==> src/rtl/cbp_pkg.sv <==
package cbp_pkg;
  typedef struct packed {
    logic loadByte;       // shift accepted byte into block register
    logic latchMode;      // capture direction with final byte
    logic shiftKey;       // shift serial key bit
    logic captureResult;  // load core result into output register
    logic shiftOut;       // advance output register by one byte
  } cbpStrobes_t;
endpackage

==> src/rtl/cbp_ctrl.sv <==
module cbp_ctrl
  import cbp_pkg::*;
#(
  parameter int BYTES = 8,
  parameter int KEY_W = 64
) (
  input  logic        clk,
  input  logic        rst_n,
  input  logic        inValid,
  input  logic        keyStrobe,
  input  logic        coreDone,
  output cbpStrobes_t strobes,
  output logic        keyLoaded,
  output logic        coreStart,
  output logic        outValid
);
  localparam int BCW = (BYTES > 1) ? $clog2(BYTES) : 1;
  localparam int KCW = $clog2(KEY_W + 1);

  typedef enum logic [1:0] {S_COLLECT, S_START, S_RUN, S_OUT} state_t;

  state_t         state;
  logic [BCW-1:0] byteCnt;
  logic [BCW-1:0] outCnt;
  logic [KCW-1:0] keyCnt;
  logic           byteAccept;
  logic           keyAccept;
  logic           lastByte;
  logic           lastOut;

  assign keyLoaded  = (keyCnt == KCW'(KEY_W));
  assign lastByte   = (byteCnt == BCW'(BYTES - 1));
  assign lastOut    = (outCnt == BCW'(BYTES - 1));
  assign byteAccept = (state == S_COLLECT) && keyLoaded && inValid;
  assign keyAccept  = (state == S_COLLECT) && (byteCnt == '0) && keyStrobe && !byteAccept;

  assign coreStart = (state == S_START);
  assign outValid  = (state == S_OUT);

  always_comb begin
    strobes               = '0;
    strobes.loadByte      = byteAccept;
    strobes.latchMode     = byteAccept && lastByte;
    strobes.shiftKey      = keyAccept;
    strobes.captureResult = (state == S_RUN) && coreDone;
    strobes.shiftOut      = (state == S_OUT);
  end

  always_ff @(posedge clk or negedge rst_n) begin
    if (!rst_n) begin
      state   <= S_COLLECT;
      byteCnt <= '0;
      outCnt  <= '0;
      keyCnt  <= '0;
    end else begin
      if (keyAccept) keyCnt <= keyLoaded ? KCW'(1) : keyCnt + KCW'(1);
      unique case (state)
        S_COLLECT: begin
          if (byteAccept) begin
            if (lastByte) begin
              byteCnt <= '0;
              state   <= S_START;
            end else begin
              byteCnt <= byteCnt + BCW'(1);
            end
          end
        end
        S_START: state <= S_RUN;
        S_RUN: begin
          if (coreDone) begin
            outCnt <= '0;
            state  <= S_OUT;
          end
        end
        S_OUT: begin
          if (lastOut) begin
            outCnt <= '0;
            state  <= S_COLLECT;
          end else begin
            outCnt <= outCnt + BCW'(1);
          end
        end
        default: state <= S_COLLECT;
      endcase
    end
  end
endmodule

==> src/rtl/cbp_dp.sv <==
module cbp_dp
  import cbp_pkg::*;
#(
  parameter int BYTE_W = 8,
  parameter int BYTES  = 8,
  parameter int KEY_W  = 64
) (
  input  logic                     clk,
  input  logic                     rst_n,
  input  cbpStrobes_t              strobes,
  input  logic [BYTE_W-1:0]        inByte,
  input  logic                     modeDecrypt,
  input  logic                     keyBit,
  input  logic [BYTE_W*BYTES-1:0]  coreResult,
  output logic [BYTE_W-1:0]        outByte,
  output logic [BYTE_W*BYTES-1:0]  coreBlock,
  output logic [KEY_W-1:0]         coreKey,
  output logic                     coreDecrypt
);
  localparam int BLOCK_W = BYTE_W * BYTES;

  logic [BLOCK_W-1:0] blockReg;
  logic [BLOCK_W-1:0] outReg;
  logic [KEY_W-1:0]   keyReg;
  logic               modeReg;

  always_ff @(posedge clk or negedge rst_n) begin
    if (!rst_n) begin
      blockReg <= '0;
      outReg   <= '0;
      keyReg   <= '0;
      modeReg  <= 1'b0;
    end else begin
      if (strobes.loadByte)  blockReg <= {blockReg[BLOCK_W-BYTE_W-1:0], inByte};
      if (strobes.latchMode) modeReg  <= modeDecrypt;
      if (strobes.shiftKey)  keyReg   <= {keyReg[KEY_W-2:0], keyBit};
      if (strobes.captureResult)
        outReg <= coreResult;
      else if (strobes.shiftOut)
        outReg <= {outReg[BLOCK_W-BYTE_W-1:0], {BYTE_W{1'b0}}};
    end
  end

  assign outByte     = outReg[BLOCK_W-1 -: BYTE_W];
  assign coreBlock   = blockReg;
  assign coreKey     = keyReg;
  assign coreDecrypt = modeReg;
endmodule

==> src/rtl/cipher_byte_port.sv <==
module cipher_byte_port
  import cbp_pkg::*;
#(
  parameter int BYTE_W = 8,
  parameter int BYTES  = 8,
  parameter int KEY_W  = 64
) (
  input  logic                     clk,
  input  logic                     rst_n,
  input  logic [BYTE_W-1:0]        inByte,
  input  logic                     inValid,
  input  logic                     modeDecrypt,
  input  logic                     keyBit,
  input  logic                     keyStrobe,
  output logic [BYTE_W-1:0]        outByte,
  output logic                     outValid,
  output logic                     keyLoaded,
  output logic                     coreStart,
  output logic [BYTE_W*BYTES-1:0]  coreBlock,
  output logic [KEY_W-1:0]         coreKey,
  output logic                     coreDecrypt,
  input  logic                     coreDone,
  input  logic [BYTE_W*BYTES-1:0]  coreResult
);
  cbpStrobes_t strobes;

  cbp_ctrl #(.BYTES(BYTES), .KEY_W(KEY_W)) ctrl (
    .clk(clk), .rst_n(rst_n), .inValid(inValid), .keyStrobe(keyStrobe),
    .coreDone(coreDone), .strobes(strobes), .keyLoaded(keyLoaded),
    .coreStart(coreStart), .outValid(outValid)
  );

  cbp_dp #(.BYTE_W(BYTE_W), .BYTES(BYTES), .KEY_W(KEY_W)) dp (
    .clk(clk), .rst_n(rst_n), .strobes(strobes), .inByte(inByte),
    .modeDecrypt(modeDecrypt), .keyBit(keyBit), .coreResult(coreResult),
    .outByte(outByte), .coreBlock(coreBlock), .coreKey(coreKey),
    .coreDecrypt(coreDecrypt)
  );
endmodule

==> config.mk <==
export PLATFORM = sky130hd
export DESIGN_NAME = cipher_byte_port
export DESIGN_NICKNAME = d
export VERILOG_FILES = /design/src/rtl/cbp_pkg.sv /design/src/rtl/cbp_ctrl.sv /design/src/rtl/cbp_dp.sv /design/src/rtl/cipher_byte_port.sv
export SDC_FILE = /design/constraint.sdc
export NUM_CORES = 1
export LEC_CHECK = 0
export ABC_AREA = 1
export CORE_MARGIN = 2
export CORE_UTILIZATION = 51
export CTS_BUF_LIST = sky130_fd_sc_hd__clkbuf_16
export DETAILED_ROUTE_END_ITERATION = 8
export GPL_ROUTABILITY_DRIVEN = 0
export PLACE_DENSITY = 0.92
export RECOVER_POWER = 50
export SLEW_MARGIN = 20
export SYNTH_ARGS = -nofsm -noshare
export SYNTH_HDL_FRONTEND = slang
export SYNTH_HIERARCHICAL = 1
export SYNTH_SLANG_ARGS = --single-unit
==> constraint.sdc <==
create_clock -name clk -period 2.7 [get_ports clk]
set_input_delay 0.81 -clock clk [delete_from_list [all_inputs] [get_ports clk]]
set_output_delay 0.81 -clock clk [all_outputs]
set_load 0.01 [all_outputs]
==> results of run 1 <==
==> cell usage after synthesis, types with 2 or more instances <==
master    count  area share
o21ai_2       2      0.0020
clkbuf_1      3      0.0013
inv_2         2     0.00086
clkbuf_2      2      0.0011
a21oi_1      61       0.035
xor2_1        2      0.0020
nand3_1     120       0.069
inv_1        91       0.039
nand4_1       2      0.0014
o21ai_0      75       0.043
nor2_2        2      0.0014
ha_1         11       0.016
buf_4        18       0.015
nor2_1       67       0.029
dfrtp_1     208        0.59
buf_2        21       0.012
buf_6        20       0.026
o21ai_1       6      0.0034
nand2_2       2      0.0014
nand2_1     233        0.10
==> layout make-up <==
cell class / count / area [um^2]
Sequential cell: 208 / 5200
Multi-Input combinational cell: 588 / 2690
Clock inverter: 17 / 134
Clock buffer: 23 / 576
Tap cell: 220 / 275
Inverter: 95 / 360
Timing Repair Buffer: 234 / 2370
Fill cell: 1185 / 5090
==> flip-flops by register name (all words and copies together) (netlist names) <==
signal and cells:
ctrl/outCnt 3, ctrl/state 2, ctrl/keyCnt 7, ctrl/byteCnt 3
dp/coreBlock 64, dp/coreKey 64, dp/outReg 64, dp/coreDecrypt 1
==> worst max path at each step <==
stage	from	to	slack [ps]	cells past startpoint
detailed placement	coreDone	dp/outReg[33]$_DFFE_PN0P_	180	6
floorplan	inValid	dp/coreKey[22]$_DFFE_PN0P_	730	10
global placement	coreDone	dp/outReg[61]$_DFFE_PN0P_	260	6
finish	ctrl/state[0]$_DFFE_PN0P_	dp/outReg[63]$_DFFE_PN0P_	180	6
CTS	ctrl/keyCnt[1]$_DFFE_PN0P_	keyLoaded	100	7
global route	rst_n	dp/outReg[30]$_DFFE_PN0P_	20	2
==> worst max-delay path, cell delays in order, from the launching register on <==
cell,delay (ps)
dfrtp_1,420
ha_1,240
clkbuf_2,690
nor2_4,590
buf_12,260
nand2_1,110
nand3_1,90
==> power breakdown <==
part | internal (mW) | total, mW | switching, mW
registers | 4.63 | 5.70 | 1.08
clock network | 1.73 | 2.93 | 1.20
logic | 2.69 | 5.36 | 2.67
total | 9.05 | 14.0 | 4.95
==> per-stage QoR <==
step	power [mW]	setup slack [ps]	instance area (um^2)	cells
5_1_grt	14.9	15.1	11600	1385
4_1_cts	14.1	95.6	11700	1385
2_1_floorplan	8.23	732	8760	955
3_5_place_dp	11.1	182	11000	1345
3_3_place_gp	10.8	256	11000	1345
6_report	14.0	185	11600	1385
==> routing by layer <==
metal / share of wire / GRT usage
met1: 0.39 / 0.299
met5: 0 / 0
met3: 0.088 / 0.0582
met4: 0.017 / 0.0457
met2: 0.50 / 0.404
==> cells by family (layout without fill, tap and decap cells) <==
family,Yosys count,in the layout,synth area share
adder cells (fa/ha/maj),11,11,0.0157
XOR/XNOR,2,2,0.00200
AND/OR/NAND/NOR,431,431,0.209
buffers and inverters,159,369,0.0965
flip-flops,208,208,0.594
AO/OA/AOI/OAI,144,144,0.0831
==> results.py, run 1 <==
metrics = {
    "synth": {
        "netlist_area_um2": 8760,
        "yosys_register_bits": 208,
        "synth_ff_type": "dfrtp_1",
        "syn-num-nets": 1045,
        "synth-edff-count": 0,
        "ys_warn_count": 6,
        "synthCells": 955,
        "ys_seq_area_frac": 0.594,
        "synthArstFlopShare": 1.00,
        "syn_area_per_cell_um2": 9.18,
        "ys_types": 27,
    },
    "setup_path": {
        "critical_path_class": "flip-flop to flip-flop",
        "r2r_start": "ctrl/state[0]$_DFFE_PN0P_",
        "worstPathRequired_ps": 3110,
        "worst_ep_arrival_time_ps": 2930,
        "r2r_slack_ps": 180,
        "path_max_fanout": 61,
        "rr_endpoint": "dp/outReg[63]$_DFFE_PN0P_",
        "worst-r2r-cell-count": 6,
        "setup.worst_path.start_class": "flip-flop",
        "end_kind": "flip-flop",
    },
    "grt": {
        "grt_overflow": 0,
        "grt_max_degree": 74,
        "grt_pass1_wl_um": 34600,
        "grtUsageTotal": 0.233,
        "antenna_found_initial": 0,
        "first_global_vias": 7003,
    },
    "layout": {
        "fin_util": 0.695,
        "diodes": 0,
        "area_delta_synth_final_pct": 32.5,
        "layout_common_cells": "nand2_1 (234), clkdlybuf4s50_1 (216), dfrtp_1 (208)",
        "final_common_cell": "nand2_1",
        "drive_above_1_share": 0.0515,
        "nNetsFinal": 1239,
    },
    "drt": {
        "first_pass_iters": 5,
        "routedWlPerCell_um": 15.3,
        "postRouteAntennaNets": 0,
        "wl_um": 21200,
        "drc": 0,
        "vias": 7156,
        "routed_via_density": 5.17,
        "first_iter_violations": 567,
    },
    "hold_path": {
        "hp-class": "flip-flop to flip-flop",
        "worstHoldStart": "dp/outReg[4]$_DFFE_PN0P_",
        "whs_path_depth": 2,
        "hold_end": "dp/outReg[4]$_DFFE_PN0P_",
    },
    "cts": {
        "clk_latency_ps": 500,
        "cts_root_buf": "clkbuf_16",
        "cts_sinks": 208,
        "cts_tree": "yes",
        "htreeDepth": 1,
        "hold_buffers": 0,
        "numCtsBuffers": 22,
        "cts.repair.resized": 1,
        "clk_pin_slew_ps": 60,
        "cts_setup_buffers": 0,
        "cts.path.max_buffers": 3,
    },
    "run_status": {
        "status": "finished with violations",
        "violations": "max-capacitance violations, max-slew violations",
    },
    "timing": {
        "timing.setup.tns_ps": 0,
        "skew_ps": 16.4,
        "period_needed_ps": 2520,
        "max-slew-margin-rel": -0.365,
        "worst_hold_slack_ps": 476,
        "rsz0062_at_grt": "false",
        "setup_viol": 0,
        "hold_viol_final": 0,
        "timing.final.crit_share": 0.932,
        "max_freq_mhz": 398,
        "tightestPinTransition_ps": 2050,
        "slew_viol_final": 42,
    },
    "die": {
        "core_um2": 16700,
        "initial_core_util": 0.525,
        "die_h_um": 135,
        "rows": 47,
        "ios": 219,
        "die_area_um2": 18300,
        "die_x_um": 135,
    },
    "placed_design": {
        "dpl.hpwl_um": 14400,
        "io_buffers": 218,
    },
    "power": {
        "powerDensity_nw_per_um2": 1210,
        "irDropWorstVdd_uv": 805,
        "power_leakage_nw": 5.46,
    },
    "job": {
        "maxCapViolations": 1,
    },
}
No activity file was read; power rests on OpenSTA's default activity.
==> inputs of run 2 (changes only) <==
SKIP_CTS_REPAIR_TIMING = 1   (was default)
==> results.py, run 2 (synthesis gave the netlist of run 1 again) <==
metrics = {
    "run_status": {
        "status": "finished with violations",
        "violations": "max-capacitance violations, max-slew violations",
    },
    "die": {
        "core_um2": 16700,
        "initial_core_util": 0.525,
        "die_h_um": 135,
        "rows": 47,
        "ios": 219,
        "die_x_um": 135,
        "die_area_um2": 18300,
    },
    "layout": {
        "design_area_um2": 11600,
        "n_fill_cell": 1184,
        "drive_above_1_share": 0.0506,
        "layout_common_cells": "nand2_1 (234), clkdlybuf4s50_1 (216), dfrtp_1 (208)",
        "nNetsFinal": 1239,
        "final_common_cell": "nand2_1",
        "fin_util": 0.696,
        "diodes": 0,
        "register_area_um2": 5200,
        "area_delta_synth_final_pct": 32.6,
        "multi_input_area_um2": 2680,
    },
    "power": {
        "power_leakage_nw": 5.48,
        "switchingPower_mw": 4.93,
        "irDropWorstVdd_uv": 806,
        "intPower_mw": 9.05,
        "seq_power_share": 0.408,
        "clock_power_share": 0.210,
        "sw_frac_of_total": 0.353,
        "pwr-share-comb": 0.383,
        "powerDensity_nw_per_um2": 1200,
    },
    "timing": {
        "skew_ps": 16.7,
        "setup_viol": 0,
        "max_freq_mhz": 401,
        "worst_hold_slack_ps": 476,
        "timing.setup.tns_ps": 0,
        "max-slew-margin-rel": -0.374,
        "period_needed_ps": 2500,
        "slew_viol_final": 42,
        "tightestPinTransition_ps": 2060,
        "hold_viol_final": 0,
        "timing.final.crit_share": 0.924,
        "rsz0062_at_grt": "false",
    },
    "placed_design": {
        "dpl.hpwl_um": 14400,
        "io_buffers": 218,
        "placed_cell_area_um2": 11000,
    },
    "cts": {
        "cts.path.max_buffers": 3,
        "cts_root_buf": "clkbuf_16",
        "cts_tree": "yes",
        "clk_latency_ps": 500,
        "clk_pin_slew_ps": 60,
        "numCtsBuffers": 22,
        "htreeDepth": 1,
        "cts_sinks": 208,
    },
    "drt": {
        "routedWlPerCell_um": 15.3,
        "drc": 0,
        "vias": 7154,
        "wl_um": 21200,
        "routed_via_density": 5.17,
        "first_iter_violations": 567,
        "postRouteAntennaNets": 0,
        "first_pass_iters": 5,
    },
    "hold_path": {
        "hp-class": "flip-flop to flip-flop",
    },
    "grt": {
        "grtUsageTotal": 0.233,
        "grt_pass1_wl_um": 34600,
        "grt_overflow": 0,
        "first_global_vias": 7003,
        "grt_max_degree": 74,
        "antenna_found_initial": 0,
    },
    "setup_path": {
        "worst_ep_arrival_time_ps": 1690,
        "critical_path_class": "flip-flop to output port",
        "worstPathRequired_ps": 1890,
        "setup.worst_path.start_class": "flip-flop",
        "end_kind": "output port",
        "path_max_fanout": 4,
    },
    "job": {
        "maxCapViolations": 1,
    },
}
run 2: worst max-delay path: stages (launching register included):
cell             delay [ps]
dfrtp_1                 410
inv_1                    90
ha_1                    150
clkdlybuf4s50_1         540
run 2: worst paths after layout:
| path | from | cells past startpoint | slack (ps) | endpoint |
|---|---|---|---|---|
| setup / recovery | ctrl/state[1]$_DFFE_PN0P_ | 3 | 200 | coreStart |
| hold / removal | dp/outReg[4]$_DFFE_PN0P_ | 2 | 480 | dp/outReg[4]$_DFFE_PN0P_ |
| setup reg to reg | ctrl/state[0]$_DFFE_PN0P_ | 6 | 220 | dp/outReg[11]$_DFFE_PN0P_ |
| hold reg to reg | dp/outReg[4]$_DFFE_PN0P_ | 2 | 480 | dp/outReg[4]$_DFFE_PN0P_ |
| max in group asynchronous | rst_n | 2 | 490 | dp/outReg[56]$_DFFE_PN0P_ |
| min in group asynchronous | rst_n | 1 | 1010 | dp/coreKey[16]$_DFFE_PN0P_ |
run 2: routing by layer:
metal | vias to the layer above | wire [um] | global-route usage
met1 | 3438 | 8300 | 0.299
met2 | 262 | 10600 | 0.404
li1 | 3423 | - | -
met4 | 0 | 363 | 0.0457
met5 | - | 0 | 0
met3 | 31 | 1850 | 0.0582
run 2: final cells by class:
class                   count  share of cell area
flip-flops and latches    208               0.448
multi-input cells         588               0.231
repair buffers            234               0.206
clock buffers              23              0.0495
inverters                  95              0.0310
well taps                 220              0.0237
clock inverters            17              0.0115
run 2: stage by stage:
stage               std cells  total power [mW]  setup WS [ps]
finish                   1385              14.0            205
global route             1385              14.9           73.9
CTS                      1385              14.1           -175
detailed placement       1345              11.1            182
global placement         1345              10.8            256
floorplan                 955              8.23            732
run 2: power by group through the flow:
stage / sequential, mW / combinational (mW) / clock (mW)
after floorplan: 5.94 / 2.29 / 0
after global placement: 5.63 / 5.15 / 0
after detailed placement: 5.69 / 5.38 / 0
after CTS: 5.69 / 5.44 / 2.99
after global routing: 5.88 / 5.90 / 3.13
final: 5.70 / 5.35 / 2.93
